File: config.mk
export PLATFORM = sky130hd
export DESIGN_NAME = wdk_top
export DESIGN_NICKNAME = d
export VERILOG_FILES = /design/src/rtl/wdk_pkg.sv /design/src/rtl/wdk_regs.sv /design/src/rtl/wdk_count.sv /design/src/rtl/wdk_pulse.sv /design/src/rtl/wdk_top.sv
export SDC_FILE = /design/constraint.sdc
export NUM_CORES = 1
export LEC_CHECK = 0
export CAP_MARGIN = 15
export CELL_PAD_IN_SITES_DETAIL_PLACEMENT = 0
export CELL_PAD_IN_SITES_GLOBAL_PLACEMENT = 1
export CORE_UTILIZATION = 36
export CTS_CLUSTER_DIAMETER = 100
export CTS_CLUSTER_SIZE = 16
export DETAILED_ROUTE_END_ITERATION = 10
export PLACE_DENSITY = 0.81
export SLEW_MARGIN = 10
export SYNTH_ARGS = -nofsm -noshare
export SYNTH_HDL_FRONTEND = slang
export SYNTH_SLANG_ARGS = --single-unit
File: constraint.sdc
create_clock -name clk_i -period 3.1 [get_ports clk_i]
set_input_delay 0.465 -clock clk_i [delete_from_list [all_inputs] [get_ports clk_i]]
set_output_delay 0.465 -clock clk_i [all_outputs]
set_load 0.02 [all_outputs]
File: src/rtl/wdk_pkg.sv
package wdk_pkg;
  localparam int unsigned KEY_W = 16;

  localparam logic [5:0] OFS_FEED  = 6'h00;
  localparam logic [5:0] OFS_TMO   = 6'h04;
  localparam logic [5:0] OFS_DIS_A = 6'h08;
  localparam logic [5:0] OFS_DIS_B = 6'h0C;
  localparam logic [5:0] OFS_STAT  = 6'h10;
  localparam logic [5:0] OFS_CNT   = 6'h14;
  localparam logic [5:0] OFS_DBG   = 6'h18;
  localparam logic [5:0] OFS_RSTRT = 6'h1C;
  localparam logic [5:0] OFS_EVT   = 6'h20;
  localparam logic [5:0] OFS_MASK  = 6'h24;
  localparam logic [5:0] OFS_FORCE = 6'h28;

  localparam logic [KEY_W-1:0] KEY_FEED  = 16'hFEED;
  localparam logic [KEY_W-1:0] KEY_DIS_A = 16'h2BAD;
  localparam logic [KEY_W-1:0] KEY_DIS_B = 16'hCAFE;
  localparam logic [KEY_W-1:0] KEY_RSTRT = 16'hACED;
  localparam logic [KEY_W-1:0] KEY_CLR   = 16'hE8B4;

  localparam logic [KEY_W-1:0] CODE_OFF  = 16'hDABE;
  localparam logic [KEY_W-1:0] CODE_TRIP = 16'hCFE8;
endpackage

File: src/rtl/wdk_regs.sv
module wdk_regs
  import wdk_pkg::*;
#(
  parameter int unsigned ADDR_W  = 6,
  parameter int unsigned DATA_W  = 32,
  parameter int unsigned CNT_W   = 15,
  parameter int unsigned TMO_RST = 6000
) (
  input  logic              clk_i,
  input  logic              rst_ni,
  input  logic              por_ni,
  input  logic              req_i,
  input  logic              we_i,
  input  logic [ADDR_W-1:0] addr_i,
  input  logic [KEY_W-1:0]  wkey_i,
  input  logic              dbg_mode_i,
  input  logic              tick_i,
  input  logic [CNT_W-1:0]  count_i,
  input  logic              warn_i,
  input  logic              trip_i,
  output logic [DATA_W-1:0] rdata_o,
  output logic [CNT_W-1:0]  timeout_o,
  output logic              feed_o,
  output logic              active_o,
  output logic              event_o,
  output logic              timed_out_o,
  output logic              irq_o
);
  logic [CNT_W-1:0] timeout_q;
  logic enabled_q, armed_q, ovr_q, mask_q, event_q, timed_out_q;
  logic wr, rd;

  assign wr = req_i & we_i;
  assign rd = req_i & ~we_i;

  function automatic logic hit(input logic [ADDR_W-1:0] a, input logic [5:0] ofs);
    return a == ADDR_W'(ofs);
  endfunction

  assign feed_o   = wr && hit(addr_i, OFS_FEED) && (wkey_i == KEY_FEED);
  assign active_o = enabled_q & (~dbg_mode_i | ovr_q);

  always_ff @(posedge clk_i or negedge rst_ni) begin
    if (!rst_ni) begin
      timeout_q <= CNT_W'(TMO_RST);
      enabled_q <= 1'b0;
      armed_q   <= 1'b0;
      ovr_q     <= 1'b0;
      mask_q    <= 1'b0;
      event_q   <= 1'b0;
    end else begin
      if (wr && hit(addr_i, OFS_TMO)) timeout_q <= wkey_i[CNT_W-1:0];
      if (wr && hit(addr_i, OFS_DBG)) ovr_q <= wkey_i[0];
      if (wr && hit(addr_i, OFS_MASK)) mask_q <= wkey_i[0];
      // two-step disable: first key arms, any touch of the second register disarms
      if (wr && hit(addr_i, OFS_DIS_A)) armed_q <= (wkey_i == KEY_DIS_A);
      else if (wr && hit(addr_i, OFS_DIS_B)) armed_q <= 1'b0;
      if (wr && hit(addr_i, OFS_DIS_B) && armed_q && (wkey_i == KEY_DIS_B))
        enabled_q <= 1'b0;
      else if (wr && hit(addr_i, OFS_RSTRT) && (wkey_i == KEY_RSTRT))
        enabled_q <= 1'b1;
      if (warn_i || (wr && hit(addr_i, OFS_FORCE) && wkey_i[0]))
        event_q <= 1'b1;
      else if (wr && hit(addr_i, OFS_EVT) && wkey_i[0])
        event_q <= 1'b0;
    end
  end

  // status lives on the power-on reset so it outlasts the reset it causes
  always_ff @(posedge clk_i or negedge por_ni) begin
    if (!por_ni) timed_out_q <= 1'b0;
    else if (trip_i) timed_out_q <= 1'b1;
    else if (wr && hit(addr_i, OFS_STAT) && (wkey_i == KEY_CLR)) timed_out_q <= 1'b0;
  end

  always_comb begin
    rdata_o = '0;
    if (rd) begin
      unique case (addr_i)
        ADDR_W'(OFS_TMO):   rdata_o[CNT_W-1:0] = timeout_q;
        ADDR_W'(OFS_DIS_B): rdata_o[KEY_W-1:0] = enabled_q ? '0 : CODE_OFF;
        ADDR_W'(OFS_STAT):  rdata_o[KEY_W-1:0] = timed_out_q ? CODE_TRIP : '0;
        ADDR_W'(OFS_CNT):   rdata_o[CNT_W:0]   = {tick_i & active_o, count_i};
        ADDR_W'(OFS_DBG):   rdata_o[1:0]       = {dbg_mode_i, ovr_q};
        ADDR_W'(OFS_EVT):   rdata_o[0]         = event_q;
        ADDR_W'(OFS_MASK):  rdata_o[0]         = mask_q;
        default:            rdata_o            = '0;
      endcase
    end
  end

  assign timeout_o   = timeout_q;
  assign event_o     = event_q;
  assign timed_out_o = timed_out_q;
  assign irq_o       = event_q & mask_q;
endmodule

File: src/rtl/wdk_count.sv
module wdk_count #(
  parameter int unsigned CNT_W   = 15,
  parameter int unsigned TMO_RST = 6000
) (
  input  logic             clk_i,
  input  logic             rst_ni,
  input  logic             tick_i,
  input  logic             active_i,
  input  logic             feed_i,
  input  logic [CNT_W-1:0] timeout_i,
  output logic [CNT_W-1:0] count_o,
  output logic             warn_o,
  output logic             trip_o
);
  logic [CNT_W-1:0] count_q;
  logic step;

  assign step   = tick_i & active_i & ~feed_i;
  assign trip_o = step && (count_q == '0);
  assign warn_o = step && (count_q == CNT_W'(1));

  always_ff @(posedge clk_i or negedge rst_ni) begin
    if (!rst_ni)                count_q <= CNT_W'(TMO_RST);
    else if (feed_i || trip_o)  count_q <= timeout_i;
    else if (step)              count_q <= count_q - 1'b1;
  end

  assign count_o = count_q;
endmodule

File: src/rtl/wdk_pulse.sv
module wdk_pulse #(
  parameter int unsigned LEN = 4
) (
  input  logic clk_i,
  input  logic por_ni,
  input  logic trip_i,
  output logic pulse_o
);
  localparam int unsigned LW = $clog2(LEN + 1);
  logic [LW-1:0] left_q;

  always_ff @(posedge clk_i or negedge por_ni) begin
    if (!por_ni)                       left_q <= '0;
    else if (trip_i && left_q == '0)   left_q <= LW'(LEN);
    else if (left_q != '0)             left_q <= left_q - 1'b1;
  end

  assign pulse_o = (left_q != '0);
endmodule

File: src/rtl/wdk_top.sv
module wdk_top
  import wdk_pkg::*;
#(
  parameter int unsigned ADDR_W     = 6,
  parameter int unsigned DATA_W     = 32,
  parameter int unsigned CNT_W      = 15,
  parameter int unsigned TMO_RST    = 6000,
  parameter int unsigned RST_CYCLES = 4
) (
  input  logic              clk_i,
  input  logic              rst_ni,
  input  logic              por_ni,
  input  logic              tick_i,
  input  logic              dbg_mode_i,
  input  logic              req_i,
  input  logic              we_i,
  input  logic [ADDR_W-1:0] addr_i,
  input  logic [DATA_W-1:0] wdata_i,
  output logic [DATA_W-1:0] rdata_o,
  output logic              irq_o,
  output logic              sys_rst_o
);
  logic [CNT_W-1:0] timeout_w, count_w;
  logic feed_w, active_w, warn_w, trip_w, event_w, timed_out_w;
  logic unused_hi;

  assign unused_hi = ^wdata_i[DATA_W-1:KEY_W];

  wdk_regs #(
    .ADDR_W(ADDR_W), .DATA_W(DATA_W), .CNT_W(CNT_W), .TMO_RST(TMO_RST)
  ) u_regs (
    .clk_i(clk_i), .rst_ni(rst_ni), .por_ni(por_ni),
    .req_i(req_i), .we_i(we_i), .addr_i(addr_i), .wkey_i(wdata_i[KEY_W-1:0]),
    .dbg_mode_i(dbg_mode_i), .tick_i(tick_i), .count_i(count_w),
    .warn_i(warn_w), .trip_i(trip_w),
    .rdata_o(rdata_o), .timeout_o(timeout_w), .feed_o(feed_w),
    .active_o(active_w), .event_o(event_w), .timed_out_o(timed_out_w),
    .irq_o(irq_o)
  );

  wdk_count #(.CNT_W(CNT_W), .TMO_RST(TMO_RST)) u_count (
    .clk_i(clk_i), .rst_ni(rst_ni), .tick_i(tick_i), .active_i(active_w),
    .feed_i(feed_w), .timeout_i(timeout_w),
    .count_o(count_w), .warn_o(warn_w), .trip_o(trip_w)
  );

  wdk_pulse #(.LEN(RST_CYCLES)) u_pulse (
    .clk_i(clk_i), .por_ni(por_ni), .trip_i(trip_w), .pulse_o(sys_rst_o)
  );
endmodule

# == Word level (Yosys, flattened, before mapping) ==
# Cells that the tools add are included.
# totals
reg_bits,39
wordCells,88
input_bits,45
# classes
mux,19
addsub,2
n_eq_ne,16
n_reduce_logical,32
bitwise,10
# op_table
operator,count
16-bit equality test (second input constant),4
13-bit case mux with 4 select lines,1
16-bit 2-to-1 mux,3
15-bit 2-to-1 mux,2
6-bit by 5-bit equality test with 1-bit output (second input constant),4
1-bit logical AND,20
6-bit equality test (second input constant),3
16-bit by 14-bit equality test with 1-bit output (second input constant),1
15-bit by 1-bit equality test with 1-bit output (second input constant),1
15-bit zero test,1
15-bit by 1-bit subtractor with 15-bit output (second input constant),1
6-bit by 4-bit equality test with 1-bit output (second input constant),2
2-bit nonzero test,6
1-bit 2-to-1 mux,8
1-bit case mux with 7 select lines,1
1-bit AND,6
6-bit by 3-bit equality test with 1-bit output (second input constant),1
6-bit zero test,1
3-bit 2-to-1 mux,2
1-bit case mux with 5 select lines,1
3-bit zero test,1
1-bit NOT,3
1-bit case mux with 3 select lines,1
3-bit nonzero test,1
3 further kinds,4

# == Logic depth before layout (Yosys ltp) ==
# Gate-level depths: netlist (run 1).
# depth
word_depth,8
mapped_depth,7
ltp_nobuf,7

# == Hierarchy ==
# A second synthesis (run 1) with hierarchy kept.
# unflattened
hier_cells,292
area_unflattened_um2,2771.4
# modules_own_cells
module,cells_each,instances,area_each_um2
wdk_regs,173,1,1642.8
wdk_count,104,1,950.9
wdk_pulse,15,1,177.7

# == Least setup slack after synthesis (run 1) ==
# Ideal clock, no wire load.
# synth_timing
path_kind,input-to-output
from,input addr_i[1]
to,output rdata_o[11]
arrival_time_ns,1.958
setup_slack_ns,0.677
stages,6
path_buffers,1
path_cell_list,nor2_1 nand3_1 or4_1 and2_1 clkbuf_1 a21oi_1
# synth_via
elab_chain_len,3
word_cells_on_any_way,6
classes_between,eq/ne: 4; mux: 2
# synth_lines
item,line_no,text
from (decl),wdk_top.sv:17,"input logic [ADDR_W-1:0] addr_i,"
6-bit by 5-bit equality test with 1-bit output (tied with other cells),wdk_regs.sv:79,unique case (addr_i)
13-bit case mux with 4 select lines (*),wdk_regs.sv:79,
16-bit 2-to-1 mux (*),wdk_regs.sv:78,if (rd) begin
to (decl),wdk_top.sv:19,"output logic [DATA_W-1:0] rdata_o,"
# Every way passes the cells marked *; elsewhere a longest branch is shown, timed or not.

# == Final worst setup path (run 1) ==
# layout_timing
from,input we_i
to,output rdata_o[5]
# layout_via
elab_chain_len,3
# layout_lines
item,line_no,text
from (decl),wdk_top.sv:16,"input logic we_i,"
1-bit NOT,wdk_regs.sv:34,assign rd = req_i & ~we_i;
1-bit AND,wdk_regs.sv:34,
16-bit 2-to-1 mux,wdk_regs.sv:78,
# No other way between the ends.

==> load_flow_metrics.sql, run 1 <==
INSERT INTO impl_metrics (metric_group, metric, value, unit) VALUES
('detailed_routing', 'met2WireLength', '3.793', 'mm'),
('clock_tree', 'worst_setup_hold_path_clk_slew', '0.09', 'ns'),
('detailed_routing', 'post-route-drc-count', '0', ''),
('synth', 'synth_sequential_area_ratio', '36.52', '%'),
('detailed_routing', 'number_of_nets_with_antenna_violations_after_detailed_routing', '0', ''),
('worst_setup_path', 'endpoint_kind', 'primary output', ''),
('clock_tree', 'root_buffer', 'sky130_fd_sc_hd__clkbuf_8', ''),
('synth', 'netlist_instances', '296', ''),
('grt', 'grt_pass1_wl', '13.29', 'mm'),
('synth', 'synth_area_leader', 'sky130_fd_sc_hd__dfrtp_1', ''),
('synth', 'synth-async-reset-ratio', '100.0', '%'),
('timing', 'final_period_minus_worst_setup_slack', '2.954', 'ns'),
('layout', 'design_area', '3577', 'um2'),
('synth', 'yosysWarnings', '0', ''),
('worst_setup_path', 'critPathRequiredTime', '2.63', 'ns'),
('synth', 'synth_common_cells', 'sky130_fd_sc_hd__dfrtp_1, sky130_fd_sc_hd__a21oi_1, sky130_fd_sc_hd__nand2_1, sky130_fd_sc_hd__a22oi_1, sky130_fd_sc_hd__mux2_2', ''),
('worst_setup_path', 'cp_num_buf_inv', '3', ''),
('synth', 'synth_edf_count', '0', ''),
('floorplanning', 'die_h', '88.93', 'um'),
('floorplanning', 'ioPinCount', '79', ''),
('hold_path', 'holdCritPathClass', 'input pin to asynchronous set/reset pin', ''),
('worst_setup_path', 'worst_path_max_delay_cell', 'sky130_fd_sc_hd__or4_1', ''),
('grt', 'grt_pass1_vias', '2533', ''),
('detailed_routing', 'firstDrtPassIters', '5', ''),
('worst_setup_path', 'cell_chain_critical_path', 'clkdlybuf4s50_1 -> nand2b_1 -> or4_1 -> nand2b_2 -> buf_4 -> a21oi_1 -> dlygate4sd2_1', ''),
('synth', 'ys_types', '56', ''),
('clock_tree', 'clock_latency', '0.31', 'ns'),
('place', 'numPortBuffers', '46', ''),
('place', 'dp_hpwl', '6.277', 'mm'),
('place', 'gp_congestion', '0.8993', ''),
('synth', 'netlist_area', '2720', 'um2'),
('detailed_routing', 'maxUsedRoutingLayer', 'met4', ''),
('synth', 'synth.most_common_cell', 'sky130_fd_sc_hd__dfrtp_1', ''),
('detailed_routing', 'routed-wl-met3', '455', 'um'),
('grt', 'maximum_number_of_pins_on_one_net_before_global_route_repair', '36', ''),
('synth', 'postSynthAreaPerCell', '9.190', 'um2'),
('detailed_routing', 'route.detailed.wl_per_inst', '17.06', 'um'),
('clock_tree', 'maximum_clock_path_buffer_count', '2', ''),
('layout', 'final_net_count', '420', ''),
('timing', 'rsz0062_at_grt', 'false', ''),
('timing', 'report.final.hold_viol_count', '0', ''),
('timing', 'timing.fmax', '0.3386', 'GHz'),
('power_and_ir_drop', 'max-vdd-ir-drop', '0.2642', 'mV'),
('synth', 'synth.ff_latch_count', '39', ''),
('power_and_ir_drop', 'power', '1.157', 'mW'),
('worst_setup_path', 'timing.setup.critical_path_class', 'input pin to primary output', ''),
('floorplanning', 'core', '7292', 'um2'),
('timing', 'setup_viol', '0', ''),
('run_status', 'status', 'complete, no violations', ''),
('worst_setup_path', 'cp-start-kind', 'input pin', ''),
('worst_setup_path', 'cp_slowest_stage_delay', '0.45', 'ns'),
('floorplanning', 'start_util', '37.30', '%'),
('synth', 'synth_top_area_share', '23.00', '%'),
('place', 'placement.cell_area', '3478', 'um2'),
('timing', 'drv_slew', '0', ''),
('job', 'max_cap_violations', '0', ''),
('detailed_routing', 'routed-via-count', '2642', ''),
('worst_setup_path', 'worstPathArrival', '2.49', 'ns'),
('clock_tree', 'tritoncts_clock_tree', 'built', ''),
('layout', 'syn_to_final_growth', '31.51', '%'),
('worst_setup_path', 'worstPathMaxFanout', '7', ''),
('layout', 'final.fill_count', '743', ''),
('detailed_routing', 'finalWirelength', '8.033', 'mm'),
('synth', 'synth.top_cells.by_area', 'sky130_fd_sc_hd__dfrtp_1, sky130_fd_sc_hd__dfstp_2, sky130_fd_sc_hd__mux2_2', ''),
('detailed_routing', 'routed_via_density', '5.609', ''),
('floorplanning', 'floorplan.die_area', '7908', 'um2'),
('power_and_ir_drop', 'power.density_cell_area', '323.4', 'nW/um2'),
('clock_tree', 'cts_post_setup_buffers_inserted', '0', ''),
('grt', 'number_of_antenna_violations_at_the_first_check_in_global_routing', '0', ''),
('timing', 'slew_headroom', '65.67', '%'),
('synth', 'yosys_most_used_dff', 'sky130_fd_sc_hd__dfrtp_1', '');
[layout make-up]
type | instances | area, um2 | share of cell area, %
sequential | 39 | 993.5 | 27.77
multi-input combinational | 234 | 1575 | 44.04
clock buffer | 5 | 68.82 | 1.924
clock inverter | 3 | 46.29 | 1.294
inverter | 9 | 33.78 | 0.9444
timing repair buffer | 82 | 735.7 | 20.57
tap | 99 | 123.9 | 3.463
[what timing repair did]
action	in CTS	in global routing
endpoints found under the setup margin	16	0
hold buffers	0	0
gates resized for setup	18	0
[cells by family (layout without fill, tap and decap cells)]
| logic type | after synthesis | after routing | share of synthesized area (%) |
|---|---|---|---|
| xor+xnor | 4 | 4 | 1.288 |
| mux | 21 | 21 | 8.556 |
| fa+ha+maj | 4 | 4 | 1.840 |
| compound gates | 74 | 74 | 18.45 |
| buf+inv | 38 | 99 | 7.774 |
| flops | 39 | 39 | 36.52 |
| other cells | 1 | 16 | 0.1379 |
| simple gates | 115 | 115 | 25.44 |
[worst paths after layout]
check	slack [ns]	depth (start not counted)	endpoint	start
worst max-delay path	0.15	7	rdata_o[5]	we_i
worst min-delay path	0.36	1	u_pulse.left_q[1]$_DFFE_PN0P_	por_ni
worst max register to register	0.59	7	u_count.count_o[2]$_DFFE_PN0P_	u_count.count_o[0]$_DFFE_PN0P_
worst min register to register	0.49	1	u_pulse.left_q[2]$_DFFE_PN0P_	u_pulse.left_q[2]$_DFFE_PN0P_
max in group asynchronous	2.15	2	u_regs.timeout_o[9]$_DFFE_PN1P_	rst_ni
min in group clk_i	0.49	1	u_pulse.left_q[2]$_DFFE_PN0P_	u_pulse.left_q[2]$_DFFE_PN0P_
[power breakdown]
| part | internal [mW] | total (mW) | switching, mW |
|---|---|---|---|
| combinational | 0.0751 | 0.150 | 0.0747 |
| sequential | 0.534 | 0.556 | 0.0214 |
| clock | 0.243 | 0.451 | 0.209 |
[metrics by stage]
step	worst slack (ns)	hold WS, ns	util, %	TNS [ns]	std cells
6_report	0.1464	0.3581	49.06	0	471
5_1_grt	0.02874	0.3747	49.06	0	471
4_1_cts	0.1555	0.3590	49.06	0	471
3_5_place_dp	-0.1953	0.4742	47.70	-2.230	463
3_3_place_gp	-0.1606	0.4594	47.70	-1.925	463
2_1_floorplan	0.6768	0.1694	-	0	311
[cells in the final DEF, fill, tap and decap left out, types with 7 or more instances in the layout]
cell,n
sky130_fd_sc_hd__dlygate4sd2_1,16
sky130_fd_sc_hd__dfstp_2,14
sky130_fd_sc_hd__nand4_1,9
sky130_fd_sc_hd__nand2_1,20
sky130_fd_sc_hd__buf_4,34
sky130_fd_sc_hd__clkdlybuf4s50_1,30
sky130_fd_sc_hd__conb_1,16
sky130_fd_sc_hd__a22oi_1,18
sky130_fd_sc_hd__mux2_2,18
sky130_fd_sc_hd__nor4_1,8
sky130_fd_sc_hd__inv_1,9
sky130_fd_sc_hd__nor3_1,9
sky130_fd_sc_hd__or4_1,7
sky130_fd_sc_hd__nor2_1,16
sky130_fd_sc_hd__o21ai_0,13
sky130_fd_sc_hd__a21oi_1,20
sky130_fd_sc_hd__nand2b_1,7
sky130_fd_sc_hd__dfrtp_1,25
[routing by layer]
metal	track usage [%]	up-vias
met5	0	-
met4	7.038	0
met3	3.324	14
met2	35.94	99
met1	31.23	1293
li1	-	1236
Note: power is estimated with default switching activity, not from simulation.
==> run 2: changes to the inputs <==
Settings changed: CORE_UTILIZATION 36 to 32, PLACE_DENSITY 0.81 to 0.76.
Clock period 3.1 ns to 2.5 ns, I/O delays scaled along.
==> run 2 against run 1 <==
Effect of this change: non-clock buffer count up 30; clock skew decreased by 0.0040 ns; final cell count up 7.6%; sequential share of layout area decreased by 2.2 points; critical path depth did not move; worst hold slack got worse by 0.088 ns; register-to-register slack worse by 0.48 ns; critical path type unchanged.
==> load_flow_metrics.sql, run 2 (synthesis results as in run 1) <==
INSERT INTO impl_metrics (metric_group, metric, value, unit) VALUES
('detailed_routing', 'firstDrtPassIters', '5', ''),
('place', 'dp_hpwl', '6.825', 'mm'),
('clock_tree', 'tritoncts_clock_tree', 'built', ''),
('worst_setup_path', 'worst_path_max_delay_cell', 'sky130_fd_sc_hd__or4_4', ''),
('layout', 'fraction_of_final_layout_cells_with_drive_strength_greater_than_1', '37.56', '%'),
('grt', 'grt_overflow', '0', ''),
('worst_setup_path', 'cell_chain_critical_path', 'clkdlybuf4s50_1 -> nand2b_4 -> or4_4 -> nand2b_4 -> buf_4 -> a21oi_1 -> buf_2', ''),
('floorplanning', 'die_w', '94.20', 'um'),
('clock_tree', 'cts_hold_buf', '0', ''),
('timing', 'timing.fmax', '0.4119', 'GHz'),
('timing', 'setup_viol', '0', ''),
('hold_path', 'holdCritPathClass', 'input pin to asynchronous set/reset pin', ''),
('detailed_routing', 'finalWirelength', '8.665', 'mm'),
('worst_setup_path', 'critPathMostFrequentCell', 'sky130_fd_sc_hd__nand2b_4', ''),
('timing', 'report.final.hold_viol_count', '0', ''),
('clock_tree', 'clock_latency', '0.31', 'ns'),
('floorplanning', 'ioPinCount', '79', ''),
('power_and_ir_drop', 'cellLeakagePower', '1.714', 'nW'),
('grt', 'number_of_antenna_violations_at_the_first_check_in_global_routing', '0', ''),
('clock_tree', 'cts.sink_count', '39', ''),
('layout', 'layout.cells.most_common_list', 'sky130_fd_sc_hd__buf_4, sky130_fd_sc_hd__clkdlybuf4s50_1, sky130_fd_sc_hd__dfrtp_1, sky130_fd_sc_hd__nand2_1', ''),
('layout', 'syn_to_final_growth', '42.78', '%'),
('floorplanning', 'core', '8217', 'um2'),
('worst_setup_path', 'cp-start-kind', 'input pin', ''),
('detailed_routing', 'post-route-drc-count', '0', ''),
('place', 'numPortBuffers', '46', ''),
('grt', 'grt_util_all_layers', '20.36', '%'),
('detailed_routing', 'drt_iter0_drc', '183', ''),
('detailed_routing', 'routed-via-count', '2758', ''),
('layout', 'final_net_count', '450', ''),
('timing', 'layout_worst_path_cycle_share', '97.10', '%'),
('grt', 'maximum_number_of_pins_on_one_net_before_global_route_repair', '36', ''),
('power_and_ir_drop', 'power.density_cell_area', '376.6', 'nW/um2'),
('detailed_routing', 'number_of_nets_with_antenna_violations_after_detailed_routing', '0', ''),
('layout', 'seq_area', '993.5', 'um2'),
('floorplanning', 'die_h', '94.20', 'um'),
('timing', 'setup_ws', '0.07240', 'ns'),
('worst_setup_path', 'cp_slowest_stage_delay', '0.43', 'ns'),
('layout', 'final.fill_count', '777', ''),
('layout', 'antenna-diode-count', '0', ''),
('floorplanning', 'floorplan.die_area', '8873', 'um2'),
('timing', 'drv_slew', '0', ''),
('clock_tree', 'cts_buffers', '5', ''),
('grt', 'grt_pass1_wl', '13.60', 'mm'),
('floorplanning', 'start_util', '33.10', '%'),
('worst_setup_path', 'timing.setup.critical_path_class', 'input pin to primary output', ''),
('timing', 'final_period_minus_worst_setup_slack', '2.428', 'ns'),
('worst_setup_path', 'r2r.worst_path.cells', '5', ''),
('layout', 'design_area', '3884', 'um2'),
('place', 'gp_congestion', '0.9590', ''),
('clock_tree', 'root_buffer', 'sky130_fd_sc_hd__clkbuf_8', ''),
('worst_setup_path', 'worstPathArrival', '2.05', 'ns'),
('timing', 'hold-worst-slack', '0.2704', 'ns'),
('run_status', 'status', 'complete, no violations', ''),
('clock_tree', 'cts_max_level', '2', ''),
('grt', 'grt_pass1_vias', '2647', ''),
('timing', 'clock-skew-final', '0.01168', 'ns'),
('worst_setup_path', 'endpoint_kind', 'primary output', ''),
('floorplanning', 'floorplan.rows', '33', ''),
('place', 'placement.cell_area', '3694', 'um2'),
('detailed_routing', 'routed_via_density', '5.440', ''),
('clock_tree', 'maximum_clock_path_buffer_count', '2', ''),
('worst_setup_path', 'critPathRequiredTime', '2.12', 'ns'),
('layout', 'multi_input_area', '1660', 'um2'),
('layout', 'layout.cells.most_common', 'sky130_fd_sc_hd__buf_4', ''),
('clock_tree', 'worst_setup_hold_path_clk_slew', '0.08', 'ns'),
('power_and_ir_drop', 'max-vdd-ir-drop', '0.2030', 'mV'),
('detailed_routing', 'route.detailed.wl_per_inst', '17.09', 'um'),
('place', 'dpl_worst_slack', '-0.5832', 'ns'),
('worst_setup_path', 'worstPathMaxFanout', '8', ''),
('job', 'max_cap_violations', '0', '');
==> run 2: cell count changes in the layout (fill, tap and decap cells not counted), moves of 4 or more <==
cell / previous run / this run
sky130_fd_sc_hd__dlygate4sd2_1: 16 / 0
sky130_fd_sc_hd__buf_2: 0 / 6
sky130_fd_sc_hd__a21oi_1: 20 / 16
sky130_fd_sc_hd__clkdlybuf4s50_1: 30 / 26
sky130_fd_sc_hd__buf_4: 34 / 73
sky130_fd_sc_hd__dlymetal6s2s_1: 0 / 4
sky130_fd_sc_hd__a21oi_2: 0 / 4
==> run 2: through the flow <==
step	utilization, %	TNS (ns)	instances	total power, mW
2_1_floorplan	-	0	311	0.7821
3_3_place_gp	44.95	-9.951	495	0.8961
3_5_place_dp	44.95	-11.78	495	0.9005
4_1_cts	45.93	0	503	1.469
5_1_grt	47.27	-0.001535	507	1.520
6_report	47.27	0	507	1.462
==> run 2: path summary, 6_finish.rpt <==
kind | start | to | slack, ns
worst max-delay path | we_i | rdata_o[5] | 0.07
worst min-delay path | por_ni | u_pulse.left_q[2]$_DFFE_PN0P_ | 0.27
worst max register to register | u_count.count_o[13]$_DFFE_PN0P_ | u_count.count_o[1]$_DFFE_PN0P_ | 0.11
worst min register to register | u_pulse.left_q[2]$_DFFE_PN0P_ | u_pulse.left_q[2]$_DFFE_PN0P_ | 0.48
max in group asynchronous | rst_ni | u_count.count_o[5]$_DFFE_PN1P_ | 1.64
min in group clk_i | u_pulse.left_q[2]$_DFFE_PN0P_ | u_pulse.left_q[2]$_DFFE_PN0P_ | 0.48
==> run 2: what timing repair did <==
action	4_1_cts	5_1_grt
cloned	0	0
pin swaps	0	3
gates resized for setup	77	23
setup endpoints to repair	18	30
buffers inserted	0	4
==> run 2: worst max-delay path: cells and delay by family <==
family / cells / cell delay (ns)
buffers and inverters: 3 / 0.78
AND/OR/NAND/NOR: 3 / 0.78
AO/OA/AOI/OAI: 1 / 0.11
==> run 2: per-layer routing <==
layer  global-route usage, %  vias up  share of wire, %
met5                       0        -                 0
met4                   7.308        0               1.9
met3                   3.155       13               6.3
met2                   31.76      118                47
met1                   28.22     1329                45
li1                        -     1298                 -
==> run 2: cell type report <==
| type | count | area share, % |
|---|---|---|
| multi-input combinational | 234 | 42.75 |
| clock buffer | 5 | 1.772 |
| tap | 105 | 3.383 |
| clock inverter | 3 | 1.224 |
| inverter | 9 | 0.8698 |
| timing repair buffer | 112 | 24.42 |
| sequential | 39 | 25.58 |
==> run 2: where the power goes <==
part	switching, mW	leakage, nW	internal (mW)
Sequential	0.0273	0.474	0.662
Combinational	0.101	1.18	0.106
Clock	0.262	0.0587	0.303
==> run 3: changes to the inputs <==
Settings changed: PLACE_DENSITY 0.76 to 0.75.
==> run 3 against run 2 <==
Effect of this change: worst hold slack better by 0.0035 ns; combinational power about the same; critical path depth is 1 lower; final cell count down 0.20%; register-to-register slack worse by 0.02 ns; clock skew about the same; design area decreased by 1.2%; sequential power is essentially flat; count of clock-buffer cells in the layout unchanged; global-route usage down 0.35 points; flip-flop and latch count stayed put.
==> load_flow_metrics.sql, run 3 (synthesis results as in run 1) <==
INSERT INTO impl_metrics (metric_group, metric, value, unit) VALUES
('worst_setup_path', 'critPathRequiredTime', '2.69', 'ns'),
('power_and_ir_drop', 'cellLeakagePower', '1.707', 'nW'),
('detailed_routing', 'drt_iter0_drc', '179', ''),
('timing', 'layout_worst_path_cycle_share', '96.53', '%'),
('worst_setup_path', 'cell_chain_critical_path', 'or4_1 -> buf_4 -> nor4_4 -> nor2_1 -> a31o_2 -> a22o_1', ''),
('grt', 'maximum_number_of_pins_on_one_net_before_global_route_repair', '36', ''),
('floorplanning', 'die_h', '94.20', 'um'),
('worst_setup_path', 'cp_slowest_stage_delay', '0.67', 'ns'),
('layout', 'fin_util', '46.69', '%'),
('place', 'placement.cell_area', '3666', 'um2'),
('layout', 'final_net_count', '449', ''),
('layout', 'syn_to_final_growth', '41.03', '%'),
('worst_setup_path', 'cp_top_family', 'simple AND/OR/NAND/NOR gates', ''),
('timing', 'clock-skew-final', '0.01145', 'ns'),
('layout', 'seq_area', '993.5', 'um2'),
('clock_tree', 'worst_setup_hold_path_clk_slew', '0.09', 'ns'),
('timing', 'drv_slew', '0', ''),
('run_status', 'status', 'complete, no violations', ''),
('place', 'dpl_worst_slack', '-0.5809', 'ns'),
('clock_tree', 'cts_max_level', '2', ''),
('detailed_routing', 'post-route-drc-count', '0', ''),
('grt', 'grt_pass1_wl', '13.51', 'mm'),
('floorplanning', 'floorplan.die_area', '8873', 'um2'),
('detailed_routing', 'finalWirelength', '8.478', 'mm'),
('worst_setup_path', 'rr_startpoint', 'u_count.count_o[4]$_DFFE_PN1P_', ''),
('timing', 'report.final.hold_viol_count', '0', ''),
('layout', 'design_area', '3836', 'um2'),
('hold_path', 'holdCritPathClass', 'input pin to asynchronous set/reset pin', ''),
('timing', 'final.setup.tns', '0', 'ns'),
('floorplanning', 'core', '8217', 'um2'),
('worst_setup_path', 'crit_start', 'u_count.count_o[4]$_DFFE_PN1P_', ''),
('worst_setup_path', 'timing.setup.critical_path_class', 'flop to flop', ''),
('timing', 'setup_ws', '0.08663', 'ns'),
('clock_tree', 'tritoncts_clock_tree', 'built', ''),
('layout', 'fraction_of_final_layout_cells_with_drive_strength_greater_than_1', '36.66', '%'),
('grt', 'grt_util_all_layers', '20.01', '%'),
('grt', 'number_of_antenna_violations_at_the_first_check_in_global_routing', '0', ''),
('layout', 'antenna-diode-count', '0', ''),
('floorplanning', 'ioPinCount', '79', ''),
('power_and_ir_drop', 'max-vdd-ir-drop', '0.3239', 'mV'),
('detailed_routing', 'routed-via-count', '2721', ''),
('grt', 'grt_pass1_vias', '2622', ''),
('timing', 'timing.fmax', '0.4144', 'GHz'),
('layout', 'layout.cells.most_common', 'sky130_fd_sc_hd__buf_4', ''),
('detailed_routing', 'firstDrtPassIters', '4', ''),
('job', 'max_cap_violations', '0', ''),
('clock_tree', 'cts_hold_buf', '0', ''),
('clock_tree', 'root_buffer', 'sky130_fd_sc_hd__clkbuf_8', ''),
('place', 'numPortBuffers', '46', ''),
('detailed_routing', 'routed_via_density', '5.377', ''),
('worst_setup_path', 'endpoint_kind', 'flop', ''),
('place', 'dp_hpwl', '6.708', 'mm'),
('floorplanning', 'die_w', '94.20', 'um'),
('layout', 'final.fill_count', '762', ''),
('worst_setup_path', 'worstPathMaxFanout', '8', ''),
('clock_tree', 'clock_latency', '0.30', 'ns'),
('worst_setup_path', 'cp-start-kind', 'flop', ''),
('clock_tree', 'maximum_clock_path_buffer_count', '2', ''),
('power_and_ir_drop', 'power.density_cell_area', '377.3', 'nW/um2'),
('timing', 'final_period_minus_worst_setup_slack', '2.413', 'ns'),
('layout', 'layout.cells.most_common_list', 'sky130_fd_sc_hd__buf_4, sky130_fd_sc_hd__dfrtp_1, sky130_fd_sc_hd__clkdlybuf4s50_1, sky130_fd_sc_hd__nand2_1', ''),
('worst_setup_path', 'cp_num_buf_inv', '1', ''),
('detailed_routing', 'number_of_nets_with_antenna_violations_after_detailed_routing', '0', ''),
('place', 'gp_congestion', '0.9179', ''),
('worst_setup_path', 'worstPathArrival', '2.60', 'ns'),
('grt', 'grt_overflow', '0', ''),
('worst_setup_path', 'timing.reg2reg.setup_slack', '0.09', 'ns'),
('floorplanning', 'start_util', '33.10', '%'),
('clock_tree', 'cts_buffers', '5', ''),
('timing', 'hold-worst-slack', '0.2738', 'ns'),
('timing', 'setup_viol', '0', ''),
('detailed_routing', 'route.detailed.wl_per_inst', '16.75', 'um'),
('layout', 'multi_input_area', '1640', 'um2'),
('clock_tree', 'cts.sink_count', '39', ''),
('floorplanning', 'floorplan.rows', '33', ''),
('worst_setup_path', 'worst_path_max_delay_cell', 'sky130_fd_sc_hd__or4_1', '');
-- run 3: cell count changes in the layout (fill, tap and decap cells not counted), sizes merged --
cell / before / now
clkinv: 1 / 0
clkinvlp: 0 / 1
clkdlybuf4s50: 26 / 24
dlymetal6s2s: 4 / 6
buf: 82 / 81
-- run 3: final timing paths --
path | depth (start not counted) | endpoint
max | 6 | u_count.count_o[2]$_DFFE_PN0P_
min | 1 | u_pulse.left_q[2]$_DFFE_PN0P_
max reg2reg | 6 | u_count.count_o[2]$_DFFE_PN0P_
min reg2reg | 1 | u_pulse.left_q[2]$_DFFE_PN0P_
max in group asynchronous | 2 | u_regs.timeout_o[6]$_DFFE_PN1P_
min in group clk_i | 1 | u_pulse.left_q[2]$_DFFE_PN0P_
-- run 3: per-stage QoR --
| stage | cells | total power, mW |
|---|---|---|
| after floorplan | 311 | 0.7821 |
| after detailed placement | 493 | 0.8979 |
| final | 506 | 1.447 |
| after global placement | 493 | 0.8945 |
| after global routing | 506 | 1.502 |
| after CTS | 504 | 1.453 |
-- run 3: area by class of cell --
cell class / count / share of cell area [%]
tap: 105 / 3.425
inverter: 9 / 0.8806
multi-input combinational: 234 / 42.76
sequential: 39 / 25.90
clock inverter: 3 / 1.207
timing repair buffer: 111 / 24.04
clock buffer: 5 / 1.794
-- run 3: per-layer routing --
metal / track usage [%] / vias up / routed length (um)
met4: 6.923 / 0 / 196
met2: 32.07 / 89 / 3993
met5: 0 / - / 0
met1: 27.09 / 1321 / 3938
li1: - / 1291 / -
met3: 3.155 / 20 / 349
-- run 3: what timing repair did --
item | in CTS | in global routing
pin swaps | 1 | 8
gates resized for setup | 75 | 20
hold endpoints to repair | 0 | 0
setup buffers | 3 | 1
endpoints found under the setup margin | 16 | 17
cloned | 0 | 1
-- run 3: power by group --
group | switching, mW | internal [mW]
registers | 0.0268 | 0.662
logic | 0.100 | 0.106
clock network | 0.251 | 0.301
total | 0.378 | 1.07
